$ cat src/rtl/sadc_pkg.sv
`timescale 1ns/1ps
package sadc_pkg;

  typedef enum logic [2:0] {
    PM_NORMAL   = 3'd0,
    PM_STBY_IMM = 3'd1,
    PM_STBY_DLY = 3'd2,
    PM_FULL_DLY = 3'd3,
    PM_FULL_IMM = 3'd4
  } pwr_mode_e;

  typedef enum logic [1:0] {
    TX_IDLE = 2'd0,
    TX_PEND = 2'd1,
    TX_SEND = 2'd2
  } tx_state_e;

  function automatic pwr_mode_e decode_pwr(input logic pd, input logic [1:0] mode);
    if (pd) return PM_NORMAL;
    case (mode)
      2'b00:   return PM_STBY_IMM;
      2'b01:   return PM_STBY_DLY;
      2'b10:   return PM_FULL_DLY;
      default: return PM_FULL_IMM;
    endcase
  endfunction

endpackage

$ cat src/rtl/sadc_pin_sync.sv
`timescale 1ns/1ps
module sadc_pin_sync #(
  parameter int STAGES = 2
) (
  input  logic clk,
  input  logic rst,
  input  logic cs_n,
  input  logic sclk,
  input  logic din,
  output logic active,
  output logic rise,
  output logic fall,
  output logic din_s
);
  // bit 0 = cs_n, bit 1 = sclk, bit 2 = din
  logic [2:0] stg [STAGES];
  logic       sclk_d;
  logic       sclk_s;

  always_ff @(posedge clk) begin
    if (rst) begin
      for (int i = 0; i < STAGES; i++) stg[i] <= 3'b001;
      sclk_d <= 1'b0;
    end else begin
      stg[0] <= {din, sclk, cs_n};
      for (int i = 1; i < STAGES; i++) stg[i] <= stg[i-1];
      sclk_d <= stg[STAGES-1][1];
    end
  end

  assign sclk_s = stg[STAGES-1][1];
  assign active = ~stg[STAGES-1][0];
  assign din_s  = stg[STAGES-1][2];
  assign rise   = active & sclk_s & ~sclk_d;
  assign fall   = active & ~sclk_s & sclk_d;

endmodule

$ cat src/rtl/sadc_framer.sv
`timescale 1ns/1ps
module sadc_framer #(
  parameter int CTRL_W = 8
) (
  input  logic              clk,
  input  logic              rst,
  input  logic              active,
  input  logic              rise,
  input  logic              din_s,
  input  logic              hunt_en,
  output logic              shifting,
  output logic              byte_done,
  output logic [CTRL_W-1:0] byte_q
);
  localparam int CNT_W = $clog2(CTRL_W);
  localparam logic [CNT_W-1:0] LAST = CNT_W'(CTRL_W - 1);

  logic [CNT_W-1:0] cnt;

  always_ff @(posedge clk) begin
    if (rst || !active) begin
      shifting  <= 1'b0;
      cnt       <= '0;
      byte_done <= 1'b0;
      if (rst) byte_q <= '0;
    end else begin
      byte_done <= 1'b0;
      if (rise) begin
        if (!shifting) begin
          if (hunt_en && din_s) begin
            shifting <= 1'b1;
            byte_q   <= CTRL_W'(1);
            cnt      <= CNT_W'(1);
          end
        end else begin
          byte_q <= {byte_q[CTRL_W-2:0], din_s};
          if (cnt == LAST) begin
            shifting  <= 1'b0;
            byte_done <= 1'b1;
            cnt       <= '0;
          end else begin
            cnt <= cnt + CNT_W'(1);
          end
        end
      end
    end
  end

endmodule

$ cat src/rtl/sadc_tx.sv
`timescale 1ns/1ps
module sadc_tx
  import sadc_pkg::*;
#(
  parameter int RES_W   = 12,
  parameter int OVL_BIT = 4
) (
  input  logic             clk,
  input  logic             rst,
  input  logic             active,
  input  logic             fall,
  input  logic             load_req,
  input  logic [RES_W-1:0] load_word,
  output logic             dout,
  output logic             hunt_en
);
  localparam int BC_W = $clog2(RES_W);
  localparam logic [BC_W-1:0] LAST_IDX = BC_W'(RES_W - 1);
  localparam logic [BC_W-1:0] OPEN_IDX = BC_W'(RES_W - 1 - OVL_BIT);

  tx_state_e        st;
  logic [RES_W-1:0] sr;
  logic [BC_W-1:0]  bitcnt;

  always_ff @(posedge clk) begin
    if (rst || !active) begin
      st     <= TX_IDLE;
      sr     <= '0;
      bitcnt <= '0;
      dout   <= 1'b0;
    end else if (load_req) begin
      st <= TX_PEND;
    end else if (fall) begin
      case (st)
        TX_PEND: begin
          sr     <= load_word;
          dout   <= load_word[RES_W-1];
          bitcnt <= '0;
          st     <= TX_SEND;
        end
        TX_SEND: begin
          if (bitcnt == LAST_IDX) begin
            dout <= 1'b0;
            st   <= TX_IDLE;
          end else begin
            dout   <= sr[RES_W-2];
            sr     <= sr << 1;
            bitcnt <= bitcnt + BC_W'(1);
          end
        end
        default: dout <= 1'b0;
      endcase
    end
  end

  assign hunt_en = (st == TX_IDLE) || ((st == TX_SEND) && (bitcnt >= OPEN_IDX));

endmodule

$ cat src/rtl/sadc_serial_if.sv
`timescale 1ns/1ps
module sadc_serial_if
  import sadc_pkg::*;
#(
  parameter int RES_W       = 12,
  parameter int CTRL_W      = 8,
  parameter int CHAN_W      = 3,
  parameter int SYNC_STAGES = 2,
  parameter int OVL_BIT     = 4
) (
  input  logic              clk,
  input  logic              rst,
  input  logic              cs_n,
  input  logic              sclk,
  input  logic              din,
  output logic              dout,
  output logic              dout_oe,
  input  logic [RES_W-1:0]  res_data,
  input  logic              res_valid,
  input  logic              pd_in,
  output logic              conv_req,
  output logic [CHAN_W-1:0] conv_chan,
  output logic [1:0]        rng_sel,
  output logic              bipolar,
  output logic [2:0]        pwr_mode
);
  localparam int CHAN_HI = CTRL_W - 2;
  localparam int CHAN_LO = CTRL_W - 1 - CHAN_W;
  localparam int RNG_BIT = CHAN_LO - 1;
  localparam int BIP_BIT = CHAN_LO - 2;

  logic              active, rise, fall, din_s;
  logic              fr_shifting, byte_done, tx_hunt_en;
  logic [CTRL_W-1:0] byte_q;
  logic [RES_W-1:0]  hold_q, load_word;
  logic              pd_q;

  sadc_pin_sync #(.STAGES(SYNC_STAGES)) sync_i (
    .clk(clk), .rst(rst), .cs_n(cs_n), .sclk(sclk), .din(din),
    .active(active), .rise(rise), .fall(fall), .din_s(din_s)
  );

  sadc_framer #(.CTRL_W(CTRL_W)) framer_i (
    .clk(clk), .rst(rst), .active(active), .rise(rise), .din_s(din_s),
    .hunt_en(tx_hunt_en), .shifting(fr_shifting), .byte_done(byte_done),
    .byte_q(byte_q)
  );

  // bipolar results leave as two's complement: flip the offset-binary MSB
  assign load_word = bipolar ? {~hold_q[RES_W-1], hold_q[RES_W-2:0]} : hold_q;

  sadc_tx #(.RES_W(RES_W), .OVL_BIT(OVL_BIT)) tx_i (
    .clk(clk), .rst(rst), .active(active), .fall(fall),
    .load_req(byte_done), .load_word(load_word),
    .dout(dout), .hunt_en(tx_hunt_en)
  );

  always_ff @(posedge clk) begin
    if (rst) begin
      hold_q    <= '0;
      pd_q      <= 1'b1;
      conv_req  <= 1'b0;
      conv_chan <= '0;
      rng_sel   <= '0;
      bipolar   <= 1'b0;
      pwr_mode  <= PM_NORMAL;
      dout_oe   <= 1'b0;
    end else begin
      dout_oe  <= active;
      conv_req <= byte_done;
      if (res_valid) hold_q <= res_data;
      if (byte_done) begin
        conv_chan <= byte_q[CHAN_HI:CHAN_LO];
        rng_sel   <= {byte_q[RNG_BIT], byte_q[BIP_BIT]};
        bipolar   <= byte_q[BIP_BIT];
        pd_q      <= pd_in;
        pwr_mode  <= decode_pwr(pd_in, byte_q[1:0]);
      end
    end
  end

endmodule

$ cat config.mk
export PLATFORM = sky130hd
export DESIGN_NAME = sadc_serial_if
export DESIGN_NICKNAME = d
export VERILOG_FILES = /design/src/rtl/sadc_pkg.sv /design/src/rtl/sadc_pin_sync.sv /design/src/rtl/sadc_framer.sv /design/src/rtl/sadc_tx.sv /design/src/rtl/sadc_serial_if.sv
export SDC_FILE = /design/constraint.sdc
export NUM_CORES = 1
export LEC_CHECK = 0
export ABC_AREA = 0
export BUFFER_PORTS_ARGS = -buffer_cell sky130_fd_sc_hd__buf_2
export CELL_PAD_IN_SITES_DETAIL_PLACEMENT = 1
export CELL_PAD_IN_SITES_GLOBAL_PLACEMENT = 1
export CORE_MARGIN = 8
export CORE_UTILIZATION = 25
export CTS_CLUSTER_SIZE = 30
export DETAILED_ROUTE_END_ITERATION = 7
export PLACE_DENSITY = 0.51
export SYNTH_ARGS = -nofsm -noshare
export SYNTH_HDL_FRONTEND = slang
export SYNTH_SLANG_ARGS = --single-unit
$ cat constraint.sdc
create_clock -name clk -period 3.3 [get_ports clk]
set_clock_uncertainty 0.2 [all_clocks]
set_input_delay 0.33 -clock clk [delete_from_list [all_inputs] [get_ports clk]]
set_output_delay 0.33 -clock clk [all_outputs]
set_load 0.005 [all_outputs]
==> impl_results.md <==
* Power consumption at 1.616 mW
* Final hold slack at 0.02761 ns
* Global-route wire length before repair at 9321 µm
* Total Routing Usage GR at 0.08935
* Fin crit period at 2.318 ns
* Post-Syn Instances at 245
* #FFs+latches synth at 59
* Post-route clock period utilization at 0.7024
* Flop2flop setup slack at 0.98 ns
* Most frequent cells in the layout: dfxtp_1 (52), buf_2 (30), mux2i_1 (29)
* CP max stage cell: or4b_4
* Clk_lat worst skew at 0.33 ns
* Asr flop ratio synth at 0
* Worst r2r src: framer_i.byte_done
* Reg2Reg Capture Point: tx_i.sr[0]
* Sequential fraction of the synthesis area at 0.5005
* Max incr delay on CP at 0.67 ns
* Crit path kind: register to register
* Avg WL per Cell at 13.34 µm
* CTS buffer count at 9
* WL final at 5521 µm
* PortBufs at 30
* Post-DRT Antenna Nets at 0
* Relative slew margins at 0.5238
* Setup TNS at 0 ns
* Pwr dens at 533.2 mW/mm²
* CTS HTree Levels at 3
* Min-delay src: res_data[10]
* Initial antenna violation count at 0
* Unrepaired setup endpoints after global routing: no
* Max FO, Critical Path at 15
* Worst-Margin Slew at 0.7044 ns
* Clk sinks at 59
* GRT Residual Overflow at 0
* Max VDD drop at 0.2143 mV
* Area grow syn2layout at 21.22%
* Clk root buf: clkbuf_8
* Commonest non-fill, non-tap cell in the layout: dfxtp_1
* Vias in the first global route at 1,905
* Hold Path End: hold_q[10]
* Pin count of the biggest net entering global routing at 32
* Cell chain of the critical path: or4b_4 > or3_4 > a32o_1
* DRT iter0 DRCs at 53
* Die Width at 116.0 µm
* Worst hold path type: input pin to register
* Startpoint Class: register
* Top-Level Pins at 31
* Arrival @ worst endpoint at 2.34 ns
* F_max at 431.5 MHz
* Hold depth at 3
* Synth Warn # at 0
* Number of synthesized flops with an enable pin at 7
* Prevailing post-synth register cell: dfxtp_1
* Fin. max-slew vios at 0
* Critical path capture point type: register
* Nets@finish at 302
* Final hold vios at 0
* Clock Path Buffers at 2
* Required time of the critical path at 3.32 ns
* Die H at 116.0 µm
* Core area at 0.009729 mm²
* Number of vias per cell at 4.471
* DR pass1 iterations at 4
* Vias at 1,851
* R2R depth at 3
* Ant. Diodes at 0
* CTS tree: built
* Die area at 0.01345 mm²
* Detailed Place HPWL at 3806 µm
* Clk slew on worst S/H paths at 0.07 ns
* Post-Syn Area at 0.002500 mm²
* LEAKAGE at 1.245 nW
* Initial Utilization at 0.2569
* Final setup vio count at 0
* Post-CTS sizing at 0
* Final estimated routing congestion in global placement at 0.6975
* Unique masters post-synth at 42
* Number of maximum-capacitance violations at 0
* DRC at 0
* Status: completed
* FP Rows at 36
* Post-Syn Nets at 271
* Share of layout cells above drive strength 1 at 0.2206
* Syn Area/Cell at 10.20 µm²
-- kinds of logic (layout without fill, tap and decap cells) --
group / after synthesis / after routing / share of synthesized area
simple gates: 91 / 91 / 0.1922
buf+inv: 20 / 56 / 0.03654
fa+ha+maj: 7 / 7 / 0.03503
compound gates: 28 / 28 / 0.07107
flops: 59 / 59 / 0.5005
mux: 39 / 39 / 0.1612
xor+xnor: 1 / 1 / 0.003504
-- registers in the layout (all words and copies together), names as in the netlist, 2 cells and up --
name,flops
framer_i.byte_q,7
hold_q,12
tx_i.bitcnt,4
conv_chan,3
sync_i.stg,6
tx_i.sr,11
tx_i.st,2
pwr_mode,3
rng_sel,2
framer_i.cnt,3
-- final cells by class --
cell class / count / area [µm²]
Clock buffer: 11 / 141.4
Clock inverter: 5 / 100.1
Fill cell: 1132 / 6699
Inverter: 5 / 18.77
Multi-Input combinational cell: 166 / 1157
Sequential cell: 59 / 1251
Tap cell: 133 / 166.4
Timing Repair Buffer: 35 / 195.2
-- metrics by stage --
| step | setup slack [ns] | instance area [µm²] | instances | util |
|---|---|---|---|---|
| 2_1_floorplan | 1.241 | 2500 | 245 | - |
| 3_3_place_gp | 0.9097 | 2759 | 395 | 0.2836 |
| 3_5_place_dp | 0.8093 | 2759 | 395 | 0.2836 |
| 4_1_cts | 0.9547 | 3030 | 414 | 0.3115 |
| 5_1_grt | 0.8718 | 3030 | 414 | 0.3115 |
| 6_report | 0.9822 | 3030 | 414 | 0.3115 |
-- cells in the mapped netlist (2+ instances only) --
cell type / count / area share
nor2_1: 22 / 0.033
o21ai_0: 6 / 0.012
nand3_1: 4 / 0.0080
clkbuf_1: 6 / 0.0090
ha_1: 7 / 0.035
buf_2: 4 / 0.0080
a21oi_1: 6 / 0.012
nor3b_1: 2 / 0.0060
nand2b_1: 4 / 0.010
nor3_1: 2 / 0.0040
edfxtp_1: 7 / 0.084
nand4_1: 2 / 0.0050
a31oi_1: 4 / 0.010
mux2_2: 10 / 0.045
o22ai_1: 2 / 0.0050
inv_1: 5 / 0.0075
dfxtp_1: 52 / 0.42
nand3b_1: 4 / 0.012
a211oi_1: 4 / 0.012
or4_1: 4 / 0.012
mux2i_1: 29 / 0.12
or2_2: 3 / 0.0075
buf_1: 3 / 0.0045
nand2_1: 25 / 0.038
nor2b_1: 6 / 0.015
and3_1: 6 / 0.015
-- report_power, final --
group / total, mW / switching, mW / internal (mW)
sequential: 0.750 / 0.00909 / 0.741
clock: 0.808 / 0.288 / 0.520
combinational: 0.0579 / 0.0283 / 0.0296
total: 1.62 / 0.325 / 1.29
-- critical path, delay by kind of cell (launching register included) --
family | cells | cell delay [ns]
DFF | 1 | 0.51
and+or+nand+nor | 2 | 1.19
AOI/OAI and AO/OA | 1 | 0.29
-- repair_timing --
item / 4_1_cts / 5_1_grt
endpoints found under the hold margin: 3 / 0
buffers inserted: 0 / 0
hold buffers: 3 / 0
endpoints found under the setup margin: 0 / 0
-- metal layers --
metal | track usage | vias to the layer above | part of all wire
met3 | 0.03127 | 8 | 0.047
met4 | 0.05186 | 0 | 0.019
met5 | 0 | - | 0
met1 | 0.1105 | 889 | 0.50
li1 | - | 928 | -
met2 | 0.1314 | 26 | 0.44
-- worst max path at each step --
stage | depth (start not counted) | slack (ns) | to | from
4_1_cts | 3 | 0.95 | tx_i.sr[0] | framer_i.byte_done
3_3_place_gp | 6 | 0.91 | tx_i.sr[6] | rst
2_1_floorplan | 6 | 1.24 | framer_i.byte_q[0] | tx_i.st[0]
6_report | 3 | 0.98 | tx_i.sr[0] | framer_i.byte_done
3_5_place_dp | 6 | 0.81 | tx_i.sr[10] | rst
5_1_grt | 5 | 0.87 | framer_i.byte_q[5] | tx_i.st[0]
(Power assumes the default switching activity.)
